===== config.mk =====
export PLATFORM = sky130hd
export DESIGN_NAME = nrz_byte_tx
export DESIGN_NICKNAME = d
export VERILOG_FILES = /design/src/rtl/nrz_tx_pkg.sv /design/src/rtl/nrz_baud_gen.sv /design/src/rtl/nrz_hold_buf.sv /design/src/rtl/nrz_shift_fsm.sv /design/src/rtl/nrz_byte_tx.sv
export SDC_FILE = /design/constraint.sdc
export NUM_CORES = 1
export LEC_CHECK = 0
export ABC_AREA = 1
export BUFFER_PORTS_ARGS = -buffer_cell sky130_fd_sc_hd__buf_2
export CAP_MARGIN = 25
export CORE_ASPECT_RATIO = 0.9
export CORE_MARGIN = 1.5
export CORE_UTILIZATION = 45
export CTS_BUF_LIST = sky130_fd_sc_hd__clkbuf_8
export CTS_CLUSTER_DIAMETER = 200
export DETAILED_ROUTE_END_ITERATION = 8
export GPL_ROUTABILITY_DRIVEN = 0
export PLACE_DENSITY = 0.73
export RECOVER_POWER = 25
export SLEW_MARGIN = 10
export SYNTH_ARGS = -nofsm -noshare
export SYNTH_HDL_FRONTEND = slang
export SYNTH_SLANG_ARGS = --single-unit

===== constraint.sdc =====
create_clock -name clk -period 3.4 [get_ports clk]
set_input_delay 0.51 -clock clk [delete_from_list [all_inputs] [get_ports clk]]
set_output_delay 0.51 -clock clk [all_outputs]
set_load 0.02 [all_outputs]

===== src/rtl/nrz_tx_pkg.sv =====
`timescale 1ns/1ps
package nrz_tx_pkg;
    typedef enum logic [1:0] {
        ST_OFF  = 2'd0,
        ST_IDLE = 2'd1,
        ST_SEND = 2'd2
    } tx_state_e;
endpackage


===== src/rtl/nrz_baud_gen.sv =====
`timescale 1ns/1ps
// Bit timing: fixed prescaler followed by a counter reloaded from Q at each bit boundary.
module nrz_baud_gen #(
    parameter int PRESCALE = 32,
    parameter int QW       = 11
) (
    input  logic          clk,
    input  logic          rst_n,
    input  logic          run,
    input  logic [QW-1:0] q,
    output logic          bit_tick
);
    localparam int PW = (PRESCALE > 2) ? $clog2(PRESCALE) : 1;

    logic [PW-1:0] pre_cnt;
    logic [QW-1:0] baud_cnt;
    logic [QW-1:0] q_lat;
    logic [QW-1:0] q_eff;
    logic          pre_tick;

    assign q_eff    = (q == '0) ? QW'(1) : q;
    assign pre_tick = run && (pre_cnt == PW'(PRESCALE - 1));
    assign bit_tick = pre_tick && (baud_cnt >= (q_lat - QW'(1)));

    always_ff @(posedge clk or negedge rst_n) begin
        if (!rst_n) begin
            pre_cnt  <= '0;
            baud_cnt <= '0;
            q_lat    <= QW'(1);
        end else if (!run) begin
            pre_cnt  <= '0;
            baud_cnt <= '0;
            q_lat    <= q_eff;
        end else begin
            pre_cnt <= pre_tick ? '0 : pre_cnt + PW'(1);
            if (bit_tick) begin
                baud_cnt <= '0;
                q_lat    <= q_eff;
            end else if (pre_tick) begin
                baud_cnt <= baud_cnt + QW'(1);
            end
        end
    end
endmodule


===== src/rtl/nrz_hold_buf.sv =====
`timescale 1ns/1ps
// Single-entry holding register in front of the shifter.
module nrz_hold_buf #(
    parameter int DW = 8
) (
    input  logic          clk,
    input  logic          rst_n,
    input  logic          enable,
    input  logic          wr_en,
    input  logic [DW-1:0] wr_data,
    input  logic          take,
    output logic          full,
    output logic [DW-1:0] data
);
    always_ff @(posedge clk or negedge rst_n) begin
        if (!rst_n) begin
            full <= 1'b0;
            data <= '0;
        end else if (!enable) begin
            full <= 1'b0;
        end else if (wr_en) begin
            full <= 1'b1;
            data <= wr_data;
        end else if (take) begin
            full <= 1'b0;
        end
    end
endmodule


===== src/rtl/nrz_shift_fsm.sv =====
`timescale 1ns/1ps
// Controller, shift register, emphasis marker and event flags.
module nrz_shift_fsm
    import nrz_tx_pkg::*;
#(
    parameter int DW = 8
) (
    input  logic          clk,
    input  logic          rst_n,
    input  logic          enable,
    input  logic          bit_tick,
    input  logic          hold_full,
    input  logic [DW-1:0] hold_data,
    input  logic          wr_en,
    input  logic          pe_en,
    output logic          take,
    output logic          run,
    output logic          tx_bit,
    output logic          tx_idle,
    output logic          bit_strobe,
    output logic          emph_bit,
    output logic          buf_ready,
    output logic          tx_done
);
    localparam int IW = $clog2(DW);

    tx_state_e     state_q, state_d;
    logic [DW-1:0] shreg;
    logic [IW-1:0] bit_idx;
    logic          final_q;
    logic          emph_q;
    logic          do_load, do_shift, do_end;
    logic          last_bit;

    assign last_bit = (bit_idx == IW'(DW - 1));

    always_comb begin
        state_d  = state_q;
        do_load  = 1'b0;
        do_shift = 1'b0;
        do_end   = 1'b0;
        unique case (state_q)
            ST_OFF: begin
                if (enable) state_d = ST_IDLE;
            end
            ST_IDLE: begin
                if (!enable) begin
                    state_d = ST_OFF;
                end else if (hold_full) begin
                    do_load = 1'b1;
                    state_d = ST_SEND;
                end
            end
            ST_SEND: begin
                if (!enable) begin
                    state_d = ST_OFF;
                end else if (bit_tick) begin
                    if (!last_bit) begin
                        do_shift = 1'b1;
                    end else if (final_q) begin
                        do_end  = 1'b1;
                        state_d = ST_IDLE;
                    end else begin
                        do_load = 1'b1;
                    end
                end
            end
            default: state_d = ST_OFF;
        endcase
    end

    always_ff @(posedge clk or negedge rst_n) begin
        if (!rst_n) state_q <= ST_OFF;
        else        state_q <= state_d;
    end

    always_ff @(posedge clk or negedge rst_n) begin
        if (!rst_n) begin
            shreg      <= '0;
            bit_idx    <= '0;
            final_q    <= 1'b0;
            emph_q     <= 1'b0;
            bit_strobe <= 1'b0;
            buf_ready  <= 1'b0;
            tx_done    <= 1'b0;
        end else begin
            bit_strobe <= do_load || do_shift;
            if (do_load) begin
                shreg   <= hold_data;
                bit_idx <= '0;
                final_q <= 1'b0;
                emph_q  <= pe_en && (hold_data[DW-1] != hold_data[DW-2]);
            end else if (do_shift) begin
                shreg   <= shreg << 1;
                bit_idx <= bit_idx + IW'(1);
                if (bit_idx == IW'(DW - 2)) begin
                    // deadline: the last bit starts now
                    final_q <= !hold_full;
                    emph_q  <= pe_en && hold_full && (shreg[DW-2] != hold_data[DW-1]);
                end else begin
                    emph_q  <= pe_en && (shreg[DW-2] != shreg[DW-3]);
                end
            end
            if (!enable) begin
                buf_ready <= 1'b0;
                tx_done   <= 1'b0;
            end else if (wr_en) begin
                buf_ready <= 1'b0;
                tx_done   <= 1'b0;
            end else begin
                if (do_load) buf_ready <= 1'b1;
                if (do_end)  tx_done   <= 1'b1;
            end
        end
    end

    assign take     = do_load;
    assign run      = (state_q == ST_SEND);
    assign tx_idle  = !run;
    assign tx_bit   = run && shreg[DW-1];
    assign emph_bit = run && emph_q;
endmodule


===== src/rtl/nrz_byte_tx.sv =====
`timescale 1ns/1ps
module nrz_byte_tx #(
    parameter int PRESCALE = 32,
    parameter int QW       = 11,
    parameter int DW       = 8
) (
    input  logic          clk,
    input  logic          rst_n,
    input  logic          enable,
    input  logic [QW-1:0] q_value,
    input  logic          data_wr,
    input  logic [DW-1:0] data_in,
    input  logic          gain_wr,
    input  logic [3:0]    gain_in,
    output logic          tx_bit,
    output logic          tx_idle,
    output logic          bit_strobe,
    output logic          emph_bit,
    output logic          buf_ready,
    output logic          tx_done,
    output logic [2:0]    gain_code,
    output logic          emph_en
);
    logic          wr_ok;
    logic          take;
    logic          run;
    logic          bit_tick;
    logic          hold_full;
    logic [DW-1:0] hold_data;
    logic [3:0]    gain_q;

    assign wr_ok = data_wr && enable;

    always_ff @(posedge clk or negedge rst_n) begin
        if (!rst_n)       gain_q <= '0;
        else if (gain_wr) gain_q <= gain_in;
    end

    assign gain_code = gain_q[2:0];
    assign emph_en   = gain_q[3];

    nrz_baud_gen #(.PRESCALE(PRESCALE), .QW(QW)) baud_i (
        .clk      (clk),
        .rst_n    (rst_n),
        .run      (run),
        .q        (q_value),
        .bit_tick (bit_tick)
    );

    nrz_hold_buf #(.DW(DW)) hold_i (
        .clk     (clk),
        .rst_n   (rst_n),
        .enable  (enable),
        .wr_en   (wr_ok),
        .wr_data (data_in),
        .take    (take),
        .full    (hold_full),
        .data    (hold_data)
    );

    nrz_shift_fsm #(.DW(DW)) fsm_i (
        .clk        (clk),
        .rst_n      (rst_n),
        .enable     (enable),
        .bit_tick   (bit_tick),
        .hold_full  (hold_full),
        .hold_data  (hold_data),
        .wr_en      (wr_ok),
        .pe_en      (gain_q[3]),
        .take       (take),
        .run        (run),
        .tx_bit     (tx_bit),
        .tx_idle    (tx_idle),
        .bit_strobe (bit_strobe),
        .emph_bit   (emph_bit),
        .buf_ready  (buf_ready),
        .tx_done    (tx_done)
    );
endmodule


# Word-level counts from Yosys, hierarchy flattened
# Cells that the tools add are included.
# word_totals
reg_bits	58
inputBits	28
out_inout_bits	10
# classes
n_addsub	4
n_lt_le_gt_ge	1
n_eq_ne	17
mux	51
reduce_logical	19
# ops
op	n
two-way mux 11 bit	6
two-way mux 1 bit	30
two-way mux 8 bit	2
two-way mux 2 bit	7
adder 11 x 1 -> 11 bit, second input constant	1
greater-or-equal comparator 11 bit	1
zero test 11 bit	1
subtractor 11 x 1 -> 11 bit, second input constant	1
two-way mux 5 bit	2
logical AND 1 bit	9
!= test 3 bit, second input constant	3
== test 3 bit, second input constant	2
two-way mux 3 bit	2
!= test 3 x 1 -> 1 bit, second input constant	2
!= test 3 x 2 -> 1 bit, second input constant	2
one-hot mux 2 bit (3 select lines)	1
adder 5 x 1 -> 5 bit, second input constant	1
== test 5 bit, second input constant	1
AND reduction 5 bit	1
!= test 2 bit, second input constant	2
AND reduction 2 bit	2
nonzero test 2 bit	2
adder 3 x 1 -> 3 bit, second input constant	1
!= test 1 bit	3
6 further kinds	7

# Longest topological paths before layout
# Gate-level depths: netlist (run 1).
# logic_depth
word_depth	9
ltp_mapped	21
ltp_nobuf	21

# Hierarchy
# Synthesis (run 1) repeated with hierarchy kept, for this count alone.
# unflattened
cells_unflattened	430
hier_area_um2	3379.5
# by_module_without_submodules
mod	n_inst	cells_each	area_per_inst_um2	seq_area_each_um2
nrz_baud_gen	1	219	1717.9	676.9
nrz_shift_fsm	1	153	1124.8	450.4
nrz_hold_buf	1	39	380.4	225.2
nrz_byte_tx	1	19	156.4	100.1

# Least setup slack after synthesis (run 1)
# No wires, ideal clock.
# synth_path
path_type	reg-to-reg
from	register baud_i.q_lat[0]
to	register fsm_i.shreg[6]
setup_time_ns	0.065
arrival_ns	2.686
required_time_ns	3.335
slack_ns	0.649
path_stages_with_launch	21
n_path_buf	2
path_cell_list	dfstp_2 -> inv_1 -> ha_1 -> nand3_1 -> nor2_1 -> nand2_1 -> nor3_1 -> nand3_1 -> xor2_1 -> ha_1 -> nand2_1 -> inv_1 -> nand2_1 -> nand2_1 -> nor2_1 -> nand3_2 -> buf_4 -> nand3_2 -> buf_2 -> nand3_1 -> nand2_1
# synth_via
elab_chain_cells	7
word_cells_on_any_way	11
classes_between	1 x add/sub; 1 x order compare; 7 x mux; 2 x reduce/logical
# synth_rtl
element	line_no	text
start: declaration	nrz_baud_gen.sv:17	logic [QW-1:0] q_lat;
start signal: assignment	nrz_baud_gen.sv:33	q_lat <= q_eff;
start signal: assignment	nrz_baud_gen.sv:38	q_lat <= q_eff;
subtractor 11 x 1 -> 11 bit *	nrz_baud_gen.sv:23	assign bit_tick = pre_tick && (baud_cnt >= (q_lat - QW'(1)));
greater-or-equal comparator 11 bit *	nrz_baud_gen.sv:23	
logical AND 1 bit *	nrz_baud_gen.sv:23	
two-way mux 1 bit	nrz_shift_fsm.sv:57	end else if (bit_tick) begin
two-way mux 1 bit	nrz_shift_fsm.sv:55	if (!enable) begin
one-hot mux 1 bit (2 select lines) or two-way mux 1 bit (tied branches)	nrz_shift_fsm.sv:42	unique case (state_q)
two-way mux 8 bit or nonzero test 2 bit (tied branches)	n/a	
end signal: assignment	nrz_shift_fsm.sv:89	shreg <= hold_data;
end signal: assignment	nrz_shift_fsm.sv:94	shreg <= shreg << 1;
end: declaration	nrz_shift_fsm.sv:28	logic [DW-1:0] shreg;
# Mark *: on every way between the ends. The rest lies on a longest branch, timed or not.
# A chain may end at the register's enable or synchronous reset.

# Final worst setup path (run 1)
# layout_path
from	register baud_i.q_lat[0]
to	register baud_i.q_lat[9]
# layout_via
elab_chain_cells	4
# layout_rtl
element	line_no
subtractor 11 x 1 -> 11 bit	nrz_baud_gen.sv:23
greater-or-equal comparator 11 bit	nrz_baud_gen.sv:23
logical AND 1 bit	nrz_baud_gen.sv:23
!= test 2 bit (no line)	n/a
# Every way passes these cells.

==> results_tabular.tex, run 1 <==
\begin{tabular}{lr}
\hline
Metric & Value \\
\hline
\multicolumn{2}{l}{\textbf{Outcome}} \\
\quad Outcome & complete, no violations \\
\multicolumn{2}{l}{\textbf{Timing}} \\
\quad Share of the clock period used by the worst path & 0.900 \\
\quad Final Hold Vio Count & 0 \\
\quad Final number of setup-violating endpoints & 0 \\
\quad Headroom to the max-slew limit & 0.137 \\
\quad Worst Setup Slack, final & around 0.34 ns \\
\quad Max-slew violation total from the final report & 0 \\
\quad Clock skew after layout & 0.00467 ns \\
\quad Min Tclk post-route & 3.06 ns \\
\quad Unrepaired setup endpoints after global routing & false \\
\quad Summed negative setup slack over all endpoints & 0 ns \\
\quad Worst slew pin tran & 1.29 ns \\
\quad Maximum clock frequency & 327 MHz \\
\multicolumn{2}{l}{\textbf{Setup path}} \\
\quad CP cell instances & inv\_1 -> ha\_1 -> nand3\_1 -> nor2\_1 -> nand2\_1 -> nor3\_2 -> nand3\_1 -> xor2\_1 -> ha\_1 -> nand2\_1 -> nor2\_1 -> nand2\_1 -> nor2\_1 -> nor2\_1 -> nand3\_2 -> nand2\_2 -> nand2\_4 -> buf\_4 -> o21ai\_0 \\
\quad Arrival time reported for the critical path endpoint & 3.27 ns \\
\quad Library cell appearing most often on the critical path & sky130\_fd\_sc\_hd\_\_nor2\_1 \\
\quad R2r worst-path depth & 19 \\
\quad Critical Path Max Stage Delay & 0.37 ns \\
\quad Register-to-Register Setup Slack & 0.34 ns \\
\quad WP data required & 3.61 ns \\
\quad Critical path start-end classification & reg2reg \\
\quad Destination of the worst register-to-register timing path & baud\_i.q\_lat[9] \\
\quad Biggest fanout along the worst timing path & 29 \\
\quad Crit Reg-Reg Startpoint & baud\_i.q\_lat[0] \\
\quad Critical path's slowest cell & sky130\_fd\_sc\_hd\_\_dfstp\_2 \\
\quad Worst setup EP type & flip-flop \\
\quad Critical path startpoint category & flip-flop \\
\multicolumn{2}{l}{\textbf{Logic synthesis}} \\
\quad Instance count of the mapped netlist & between 300 and 400 \\
\quad Prevailing post-synth register cell & sky130\_fd\_sc\_hd\_\_dfrtp\_1 \\
\quad Share of synthesized flip-flops with an asynchronous set or reset & 1.00 \\
\quad Synthesized area divided by synthesized cell count & 8.73 um\^{}2 \\
\quad Simple logic cell fraction of the synthesized area & 0.261 \\
\quad Number of distinct library cells after synthesis & 38 \\
\quad Number of flip-flops and latches in the synthesized netlist & 58 \\
\quad Xor and xnor area share after synthesis & 0.0399 \\
\quad Commonest cells in the netlist & sky130\_fd\_sc\_hd\_\_nand2\_1 (80), sky130\_fd\_sc\_hd\_\_dfrtp\_1 (57), sky130\_fd\_sc\_hd\_\_inv\_1 (47), sky130\_fd\_sc\_hd\_\_nor2\_1 (32), sky130\_fd\_sc\_hd\_\_nand3\_1 (27) \\
\quad Share of synthesized cell area in full adder, half adder and majority cells & 0.0836 \\
\quad Number of nets in the synthesized netlist & 427 \\
\quad Synth top area cells & sky130\_fd\_sc\_hd\_\_dfrtp\_1 (43\%), sky130\_fd\_sc\_hd\_\_nand2\_1 (9.1\%), sky130\_fd\_sc\_hd\_\_ha\_1 (8.4\%) \\
\quad Summed instance area of the synthesized netlist & 3290 um\^{}2 \\
\quad Post-synthesis sequential area ratio & 0.441 \\
\quad Post-synth top area cell & sky130\_fd\_sc\_hd\_\_dfrtp\_1 \\
\quad Proportion of synthesized area in mux cells & 0.0342 \\
\quad Area fraction of the dominant cell type after synthesis & 0.433 \\
\quad Most used standard cell by instance count after synthesis & sky130\_fd\_sc\_hd\_\_nand2\_1 \\
\quad Largest family of logic cells by synthesized area & simple AND/OR/NAND/NOR gates \\
\quad Number of flops mapped to enable cells by yosys & 0 \\
\quad Fraction of the mapped netlist area in compound gates & 0.0661 \\
\quad Number of warnings printed during yosys synthesis & 0 \\
\multicolumn{2}{l}{\textbf{Routing}} \\
\quad Number of detailed-route iterations in the first pass & 4 \\
\quad Detailed-route DRC error count & 0 \\
\quad Initial drt markers & 152 \\
\quad Drt wl/cell & approximately 13 um \\
\quad Vias per Instance & 5.09 \\
\quad Total length of routed wires & 6.88 mm \\
\quad Total via count after detailed routing & 2644 \\
\quad Detail Route Antenna Nets & 0 \\
\multicolumn{2}{l}{\textbf{CTS}} \\
\quad CTS tree & done \\
\quad Clock transition at the register clock pins on the worst setup and hold paths after CTS & 0.07 ns \\
\quad Clk Tree Root Cell & sky130\_fd\_sc\_hd\_\_clkbuf\_8 \\
\quad Clk\_lat worst skew & around 0.34 ns \\
\quad Sink count of the clock tree & just under 60 \\
\quad Hold-fix buffers, CTS & 0 \\
\quad Clock buffer depth & 2 \\
\quad Deepest level of the CTS H-tree & 3 \\
\quad TritonCTS Buffers & 9 \\
\multicolumn{2}{l}{\textbf{Finish}} \\
\quad Register area & about 1500 um\^{}2 \\
\quad Multi-input combinational cell area & 1610 um\^{}2 \\
\quad Share of post-route cells with drive strength above 1 & 0.200 \\
\quad Synthesis-to-layout area growth & 15.3\% \\
\quad Fill cell instance count of the final layout & 649 \\
\quad Share of the core filled with cells & 0.536 \\
\quad Count of antenna diodes in the layout & 0 \\
\quad Final Net Count & roughly 470 \\
\quad Final design area excluding fillers & 3790 um\^{}2 \\
\multicolumn{2}{l}{\textbf{Die}} \\
\quad Total die area & 7840 um\^{}2 \\
\quad Number of top-level pins & 38 \\
\quad Effective utilization at floorplan & 0.465 \\
\quad Cell row count & 29 \\
\quad Floorplan die height & $\sim$84 um \\
\quad Core ar. & around 7000 um\^{}2 \\
\quad Horiz. Die Dim & 93.2 um \\
\multicolumn{2}{l}{\textbf{Placed design}} \\
\quad Minimum setup slack after placement & 0.184 ns \\
\quad Count of input and output buffers & 37 \\
\quad Dpl hpwl & between 5 and 6 mm \\
\quad Standard cell area after detailed placement & 3560 um\^{}2 \\
\multicolumn{2}{l}{\textbf{GRT}} \\
\quad Antenna violations before repair & 0 \\
\quad Pin count of the biggest net entering global routing & 36 \\
\quad All-Layer GR Usage & 0.193 \\
\quad GR Overflow Total & 0 \\
\quad Global-route wire length before repair & 11.8 mm \\
\quad Via count of the first global-routing pass & 2630 \\
\multicolumn{2}{l}{\textbf{Min path}} \\
\quad Launch instance of the worst min-delay path & q\_value[10] \\
\quad Type of the most critical hold path & in2reg \\
\quad Cells on Worst Hold Path & 3 \\
\quad Sink of the worst hold path & baud\_i.q\_lat[10] \\
\multicolumn{2}{l}{\textbf{Power and ir drop}} \\
\quad Maximum vdd ir drop & 0.000340 V \\
\quad Static leakage & 1.90 nW \\
\quad PwrDens & approximately 590 nW/um\^{}2 \\
\multicolumn{2}{l}{\textbf{Flow run}} \\
\quad Number of max-cap violations & 0 \\
\hline
\end{tabular}
## report_power, final
part,total (W),internal [W],switching [W]
clock,0.000702,0.000427,0.000275
combinational,0.000616,0.000240,0.000377
sequential,0.000924,0.000823,0.000100
total,0.00224,0.00149,0.000752
## critical path: cells and delay by family (launching register included)
family | cells | cell delay, ns
and+or+nand+nor | 13 | 1.36
xor gates and xnor gates | 1 | 0.16
buffers and inverters | 2 | 0.41
DFF | 1 | 0.37
AOI/OAI and AO/OA | 1 | 0.13
adders and majority gates | 2 | 0.50
## worst max path at each step
stage,from,to,slack (ns),depth (start not counted)
finish,baud_i.q_lat[0],baud_i.q_lat[9],0.34,19
floorplan,baud_i.q_lat[0],fsm_i.shreg[6],0.65,20
detailed placement,baud_i.q_lat[0],fsm_i.final_q,0.18,18
global placement,baud_i.q_lat[0],fsm_i.final_q,0.37,20
global route,baud_i.q_lat[0],baud_i.q_lat[0],0.004,20
CTS,baud_i.q_lat[0],fsm_i.final_q,0.16,18
## per-layer routing
layer,vias up,part of all wire,global-route usage
met5,-,0,0
met4,0,0.023,0.109
met3,16,0.046,0.0417
met2,66,0.49,0.303
met1,1236,0.44,0.246
li1,1326,-,-
## through the flow
step                      hold slack, ns  cells  power, W
final                              0.388    519   0.00224
after detailed placement           0.462    503   0.00154
after global placement             0.446    503   0.00152
after floorplan                    0.214    377   0.00138
after CTS                          0.165    519   0.00226
after global routing               0.387    519   0.00239
## area by class of cell
type,instances,area share
timing repair buffer,41,0.0561
tap,93,0.0307
multi-input combinational,263,0.425
clock buffer,10,0.0363
sequential,58,0.383
inverter,48,0.0475
clock inverter,6,0.0214
## cell families (layout without fill, tap and decap cells)
| group | Yosys count | after routing |
|---|---|---|
| mux | 10 | 10 |
| compound gates | 36 | 36 |
| buf+inv | 56 | 105 |
| flops | 58 | 58 |
| simple gates | 180 | 180 |
| xor+xnor | 15 | 15 |
| fa+ha+maj | 22 | 22 |
## sequential cells by signal, indices dropped and copies added, names as in the netlist
signal	flops
fsm_i.emph_q	1
baud_i.q_lat	11
fsm_i.tx_done	1
baud_i.baud_cnt	11
fsm_i.bit_idx	3
baud_i.pre_cnt	5
fsm_i.state_q	2
hold_i.full	1
fsm_i.shreg	8
gain_q	4
fsm_i.buf_ready	1
hold_i.data	8
fsm_i.final_q	1
fsm_i.bit_strobe	1
## cells in the final DEF (no fill, tap or decap), drive strengths merged
cell type	synthesis	layout
dfrtp	57	57
mux2	10	10
o21ai	20	20
a211oi	1	1
xor2	10	10
o31ai	1	1
nor4	3	3
nand3	29	29
nor2	37	37
nand2	84	84
nor3b	3	3
clkinvlp	0	1
o21ba	1	1
a31oi	2	2
nand4	12	12
ha	22	22
clkbuf	1	12
nand3b	5	5
bufinv	0	2
dfstp	1	1
buf	7	39
inv	48	49
a21boi	1	1
a21oi	10	10
nor3	5	5
clkinv	0	2
xnor2	5	5
or2	2	2
## repair_timing
item,4_1_cts,5_1_grt
resized for setup,0,3
buffers inserted,0,0
endpoints found under the hold margin,0,0
setup endpoints to repair,0,29
Power figures use the tool's default switching activity.
==> run 2, diff against run 1 <==
Settings changed: ABC_AREA 1 to not set.
==> run 2 against run 1 <==
Net effect: synthesized cell count is 24% lower; fmax shrank 3.6%; clock skew is 0.0046 ns higher; sequential power increased by 3.7%; total power up 12%; synthesized area fell by 4.9%; clock power rose by 13%; die area fell by 4.7%; combinational power rose by 23%; global-route usage is 1.9 points lower.
==> results_tabular.tex, run 2 <==
\begin{tabular}{lr}
\hline
Metric & Value \\
\hline
\multicolumn{2}{l}{\textbf{CTS}} \\
\quad CTS resizes & 0 (unchanged) \\
\quad Sink count of the clock tree & 58 (unchanged) \\
\quad Clock transition at the register clock pins on the worst setup and hold paths after CTS & 0.07 ns (about the same) \\
\quad Hold-fix buffers, CTS & 0 (unchanged) \\
\quad Deepest level of the CTS H-tree & 3 (unchanged) \\
\quad CTS tree & done (unchanged) \\
\quad Clk\_lat worst skew & 0.34 ns (about the same) \\
\quad Buffers inserted during post-CTS setup optimization & 0 (unchanged) \\
\quad Clk Tree Root Cell & sky130\_fd\_sc\_hd\_\_clkbuf\_8 (unchanged) \\
\quad Clock buffer depth & 2 (unchanged) \\
\quad TritonCTS Buffers & 9 (unchanged) \\
\multicolumn{2}{l}{\textbf{Finish}} \\
\quad Leading cell types in the layout, fill and taps excluded & sky130\_fd\_sc\_hd\_\_dfrtp\_1 (57), sky130\_fd\_sc\_hd\_\_buf\_2 (36), sky130\_fd\_sc\_hd\_\_nor2\_1 (26), sky130\_fd\_sc\_hd\_\_ha\_1 (22), sky130\_fd\_sc\_hd\_\_nand2\_1 (21) (was sky130\_fd\_sc\_hd\_\_nand2\_1 (80), sky130\_fd\_sc\_hd\_\_dfrtp\_1 (57), sky130\_fd\_sc\_hd\_\_inv\_1 (48), sky130\_fd\_sc\_hd\_\_buf\_2 (35), sky130\_fd\_sc\_hd\_\_nor2\_1 (32)) \\
\quad Count of antenna diodes in the layout & 0 (unchanged) \\
\quad Most common library cell in the layout ignoring fill and taps & sky130\_fd\_sc\_hd\_\_dfrtp\_1 (was sky130\_fd\_sc\_hd\_\_nand2\_1) \\
\quad Number of standard cells in the final layout excluding fillers & 428 (was 519) \\
\quad Synthesis-to-layout area growth & 17.8\% (was 15.3\%) \\
\quad Final Net Count & 383 (was 471) \\
\quad Share of post-route cells with drive strength above 1 & 0.266 (was 0.200) \\
\quad Largest registers & baud\_i.baud\_cnt x11, baud\_i.q\_lat x11 (unchanged) \\
\multicolumn{2}{l}{\textbf{Timing}} \\
\quad Summed negative setup slack over all endpoints & 0 ns (unchanged) \\
\quad Min Tclk post-route & 3.17 ns (was 3.06 ns) \\
\quad Clock skew after layout & 0.00930 ns (was 0.00467 ns) \\
\quad Share of the clock period used by the worst path & 0.933 (was 0.900) \\
\quad Headroom to the max-slew limit & 0.331 (was 0.137) \\
\quad Hold slack & 0.318 ns (was 0.388 ns) \\
\quad Worst slew pin tran & 1.00 ns (was 1.29 ns) \\
\quad Maximum clock frequency & 315 MHz (was 327 MHz) \\
\quad Final Hold Vio Count & 0 (unchanged) \\
\quad Final number of setup-violating endpoints & 0 (unchanged) \\
\quad Unrepaired setup endpoints after global routing & false (unchanged) \\
\quad Max-slew violation total from the final report & 0 (unchanged) \\
\multicolumn{2}{l}{\textbf{Logic synthesis}} \\
\quad Synthesized area divided by synthesized cell count & 10.9 um\^{}2 (was 8.73 um\^{}2) \\
\quad Number of flops mapped to enable cells by yosys & 0 (unchanged) \\
\quad Summed instance area of the synthesized netlist & 3130 um\^{}2 (was 3290 um\^{}2) \\
\quad Number of nets in the synthesized netlist & 337 (was 427) \\
\quad Synth top area cells & sky130\_fd\_sc\_hd\_\_dfrtp\_1 (46\%), sky130\_fd\_sc\_hd\_\_ha\_1 (8.8\%), sky130\_fd\_sc\_hd\_\_mux2\_2 (5.8\%) (was sky130\_fd\_sc\_hd\_\_dfrtp\_1 (43\%), sky130\_fd\_sc\_hd\_\_nand2\_1 (9.1\%), sky130\_fd\_sc\_hd\_\_ha\_1 (8.4\%)) \\
\quad Number of flip-flops and latches in the synthesized netlist & 58 (unchanged) \\
\quad Post-synthesis sequential area ratio & 0.464 (was 0.441) \\
\quad Post-synth top area cell & sky130\_fd\_sc\_hd\_\_dfrtp\_1 (unchanged) \\
\quad Prevailing post-synth register cell & sky130\_fd\_sc\_hd\_\_dfrtp\_1 (unchanged) \\
\quad Most used standard cell by instance count after synthesis & sky130\_fd\_sc\_hd\_\_dfrtp\_1 (was sky130\_fd\_sc\_hd\_\_nand2\_1) \\
\quad Share of synthesized flip-flops with an asynchronous set or reset & 1.00 (unchanged) \\
\quad Number of warnings printed during yosys synthesis & 0 (unchanged) \\
\quad Number of distinct library cells after synthesis & 47 (was 38) \\
\quad Commonest cells in the netlist & sky130\_fd\_sc\_hd\_\_dfrtp\_1 (57), sky130\_fd\_sc\_hd\_\_nor2\_1 (26), sky130\_fd\_sc\_hd\_\_ha\_1 (22), sky130\_fd\_sc\_hd\_\_nand2\_1 (21), sky130\_fd\_sc\_hd\_\_mux2\_2 (16) (was sky130\_fd\_sc\_hd\_\_nand2\_1 (80), sky130\_fd\_sc\_hd\_\_dfrtp\_1 (57), sky130\_fd\_sc\_hd\_\_inv\_1 (47), sky130\_fd\_sc\_hd\_\_nor2\_1 (32), sky130\_fd\_sc\_hd\_\_nand3\_1 (27)) \\
\quad Area fraction of the dominant cell type after synthesis & 0.456 (was 0.433) \\
\quad Instance count of the mapped netlist & 287 (was 377) \\
\multicolumn{2}{l}{\textbf{Setup path}} \\
\quad Crit Reg-Reg Startpoint & baud\_i.q\_lat[1] (was baud\_i.q\_lat[0]) \\
\quad Critical Path Max Stage Delay & 0.39 ns (was 0.37 ns) \\
\quad Critical path start-end classification & reg2reg (unchanged) \\
\quad WP data required & 3.62 ns (was 3.61 ns) \\
\quad Biggest fanout along the worst timing path & 4 (was 29) \\
\quad Arrival time reported for the critical path endpoint & 3.40 ns (was 3.27 ns) \\
\quad Critical path startpoint category & flip-flop (unchanged) \\
\quad Worst setup startpoint & baud\_i.q\_lat[1] (was baud\_i.q\_lat[0]) \\
\quad Worst setup EP type & flip-flop (unchanged) \\
\quad Critical path's slowest cell & sky130\_fd\_sc\_hd\_\_dfrtp\_1 (was sky130\_fd\_sc\_hd\_\_dfstp\_2) \\
\quad CP cell instances & inv\_1 -> ha\_1 -> nand2\_1 -> or2\_2 -> nor4\_1 -> xnor2\_1 -> ha\_1 -> a211oi\_2 -> nor2\_1 -> a211oi\_2 -> a21oi\_1 -> mux2\_2 -> a22o\_1 (was inv\_1 -> ha\_1 -> nand3\_1 -> nor2\_1 -> nand2\_1 -> nor3\_2 -> nand3\_1 -> xor2\_1 -> ha\_1 -> nand2\_1 -> nor2\_1 -> nand2\_1 -> nor2\_1 -> nor2\_1 -> nand3\_2 -> nand2\_2 -> nand2\_4 -> buf\_4 -> o21ai\_0) \\
\multicolumn{2}{l}{\textbf{GRT}} \\
\quad Via count of the first global-routing pass & 2211 (was 2630) \\
\quad All-Layer GR Usage & 0.174 (was 0.193) \\
\quad Pin count of the biggest net entering global routing & 42 (was 36) \\
\quad Global-route wire length before repair & 10.1 mm (was 11.8 mm) \\
\quad Antenna violations before repair & 0 (unchanged) \\
\quad GR Overflow Total & 0 (unchanged) \\
\multicolumn{2}{l}{\textbf{Placed design}} \\
\quad Count of input and output buffers & 37 (unchanged) \\
\quad Dpl hpwl & 4.48 mm (was 5.04 mm) \\
\quad \# placed instances & 412 (was 503) \\
\multicolumn{2}{l}{\textbf{Flow run}} \\
\quad Number of max-cap violations & 0 (unchanged) \\
\multicolumn{2}{l}{\textbf{Die}} \\
\quad Core ar. & 6660 um\^{}2 (was 7080 um\^{}2) \\
\quad Total die area & 7470 um\^{}2 (was 7840 um\^{}2) \\
\quad Number of top-level pins & 38 (unchanged) \\
\quad Floorplan die height & 82.1 um (was 84.1 um) \\
\quad Effective utilization at floorplan & 0.470 (was 0.465) \\
\quad Cell row count & 28 (was 29) \\
\quad Horiz. Die Dim & 90.9 um (was 93.2 um) \\
\multicolumn{2}{l}{\textbf{Routing}} \\
\quad Detailed-route DRC error count & 0 (unchanged) \\
\quad Vias per Instance & 5.16 (was 5.09) \\
\quad Initial drt markers & 97 (was 152) \\
\quad Drt wl/cell & 14.0 um (was 13.3 um) \\
\quad Total length of routed wires & 5.97 mm (was 6.88 mm) \\
\quad Detail Route Antenna Nets & 0 (unchanged) \\
\quad Number of detailed-route iterations in the first pass & 4 (unchanged) \\
\quad Total via count after detailed routing & 2210 (was 2644) \\
\multicolumn{2}{l}{\textbf{Power and ir drop}} \\
\quad Post-layout power & 0.00251 W (was 0.00224 W) \\
\quad Static leakage & 1.68 nW (was 1.90 nW) \\
\quad Maximum vdd ir drop & 0.000391 V (was 0.000340 V) \\
\quad PwrDens & 681 nW/um\^{}2 (was 591 nW/um\^{}2) \\
\multicolumn{2}{l}{\textbf{Min path}} \\
\quad Type of the most critical hold path & in2async (was in2reg) \\
\multicolumn{2}{l}{\textbf{Outcome}} \\
\quad Outcome & complete, no violations (unchanged) \\
\hline
\end{tabular}
-- run 2: cell count changes after synthesis, sizes merged, moves of 6 or more --
cell / previous run / this run
mux2: 10 / 22
nand2: 84 / 21
xnor2: 5 / 13
nor2: 37 / 26
mux2i: 0 / 6
inv: 48 / 13
nand3: 29 / 9
nand4: 12 / 4
-- run 2: worst max-delay path: cells and delay by family, from the launching register on --
family | cells | cell delay, ns
buffers and inverters | 1 | 0.09
XOR/XNOR | 1 | 0.17
AO/OA/AOI/OAI | 4 | 0.92
AND/OR/NAND/NOR | 4 | 0.75
multiplexers | 1 | 0.30
adder cells (fa/ha/maj) | 2 | 0.46
flip-flops | 1 | 0.39
-- run 2: routing by layer --
metal / share of wire / GRT usage
met5: 0 / 0
met3: 0.038 / 0.0641
met1: 0.45 / 0.216
met4: 0.012 / 0.0469
met2: 0.50 / 0.290
-- run 2: where the power goes --
part	internal, W	switching, W	total (W)
clock	0.000525	0.000270	0.000795
combinational	0.000353	0.000403	0.000757
sequential	0.000836	0.000122	0.000958
-- run 2: path summary, 6_finish.rpt --
check | to | slack, ns | cells past startpoint
setup / recovery | fsm_i.state_q[0] | 0.23 | 13
hold / removal | fsm_i.shreg[4] | 0.32 | 1
setup reg to reg | fsm_i.state_q[0] | 0.23 | 13
hold reg to reg | baud_i.pre_cnt[0] | 0.46 | 1
max in group asynchronous | baud_i.baud_cnt[0] | 1.56 | 2
min in group clk | fsm_i.buf_ready | 0.37 | 2
-- run 2: cell type report --
class                           instances  area [um^2]
Tap cell                               90          113
Inverter                               14         52.6
Sequential cell                        58         1450
Fill cell                             593         2970
Timing Repair Buffer                   43          234
Clock inverter                          5          103
Multi-Input combinational cell        207         1580
Clock buffer                           11          151
-- run 2: metrics by stage --
stage	setup WS, ns	area [um^2]	utilization
after floorplan	0.459	3130	-
after detailed placement	0.128	3420	0.513
after CTS	0.114	3670	0.551
after global placement	0.297	3420	0.513
final	0.227	3690	0.554
after global routing	0.0358	3690	0.554
-- run 2: cell families (layout without fill, tap and decap cells) --
family	Yosys count	after routing	share of synthesized area
compound gates	45	45	0.102
flops	58	58	0.464
buf+inv	22	73	0.0352
fa+ha+maj	22	22	0.0879
simple gates	89	89	0.141
xor+xnor	23	23	0.0643
mux	28	28	0.106
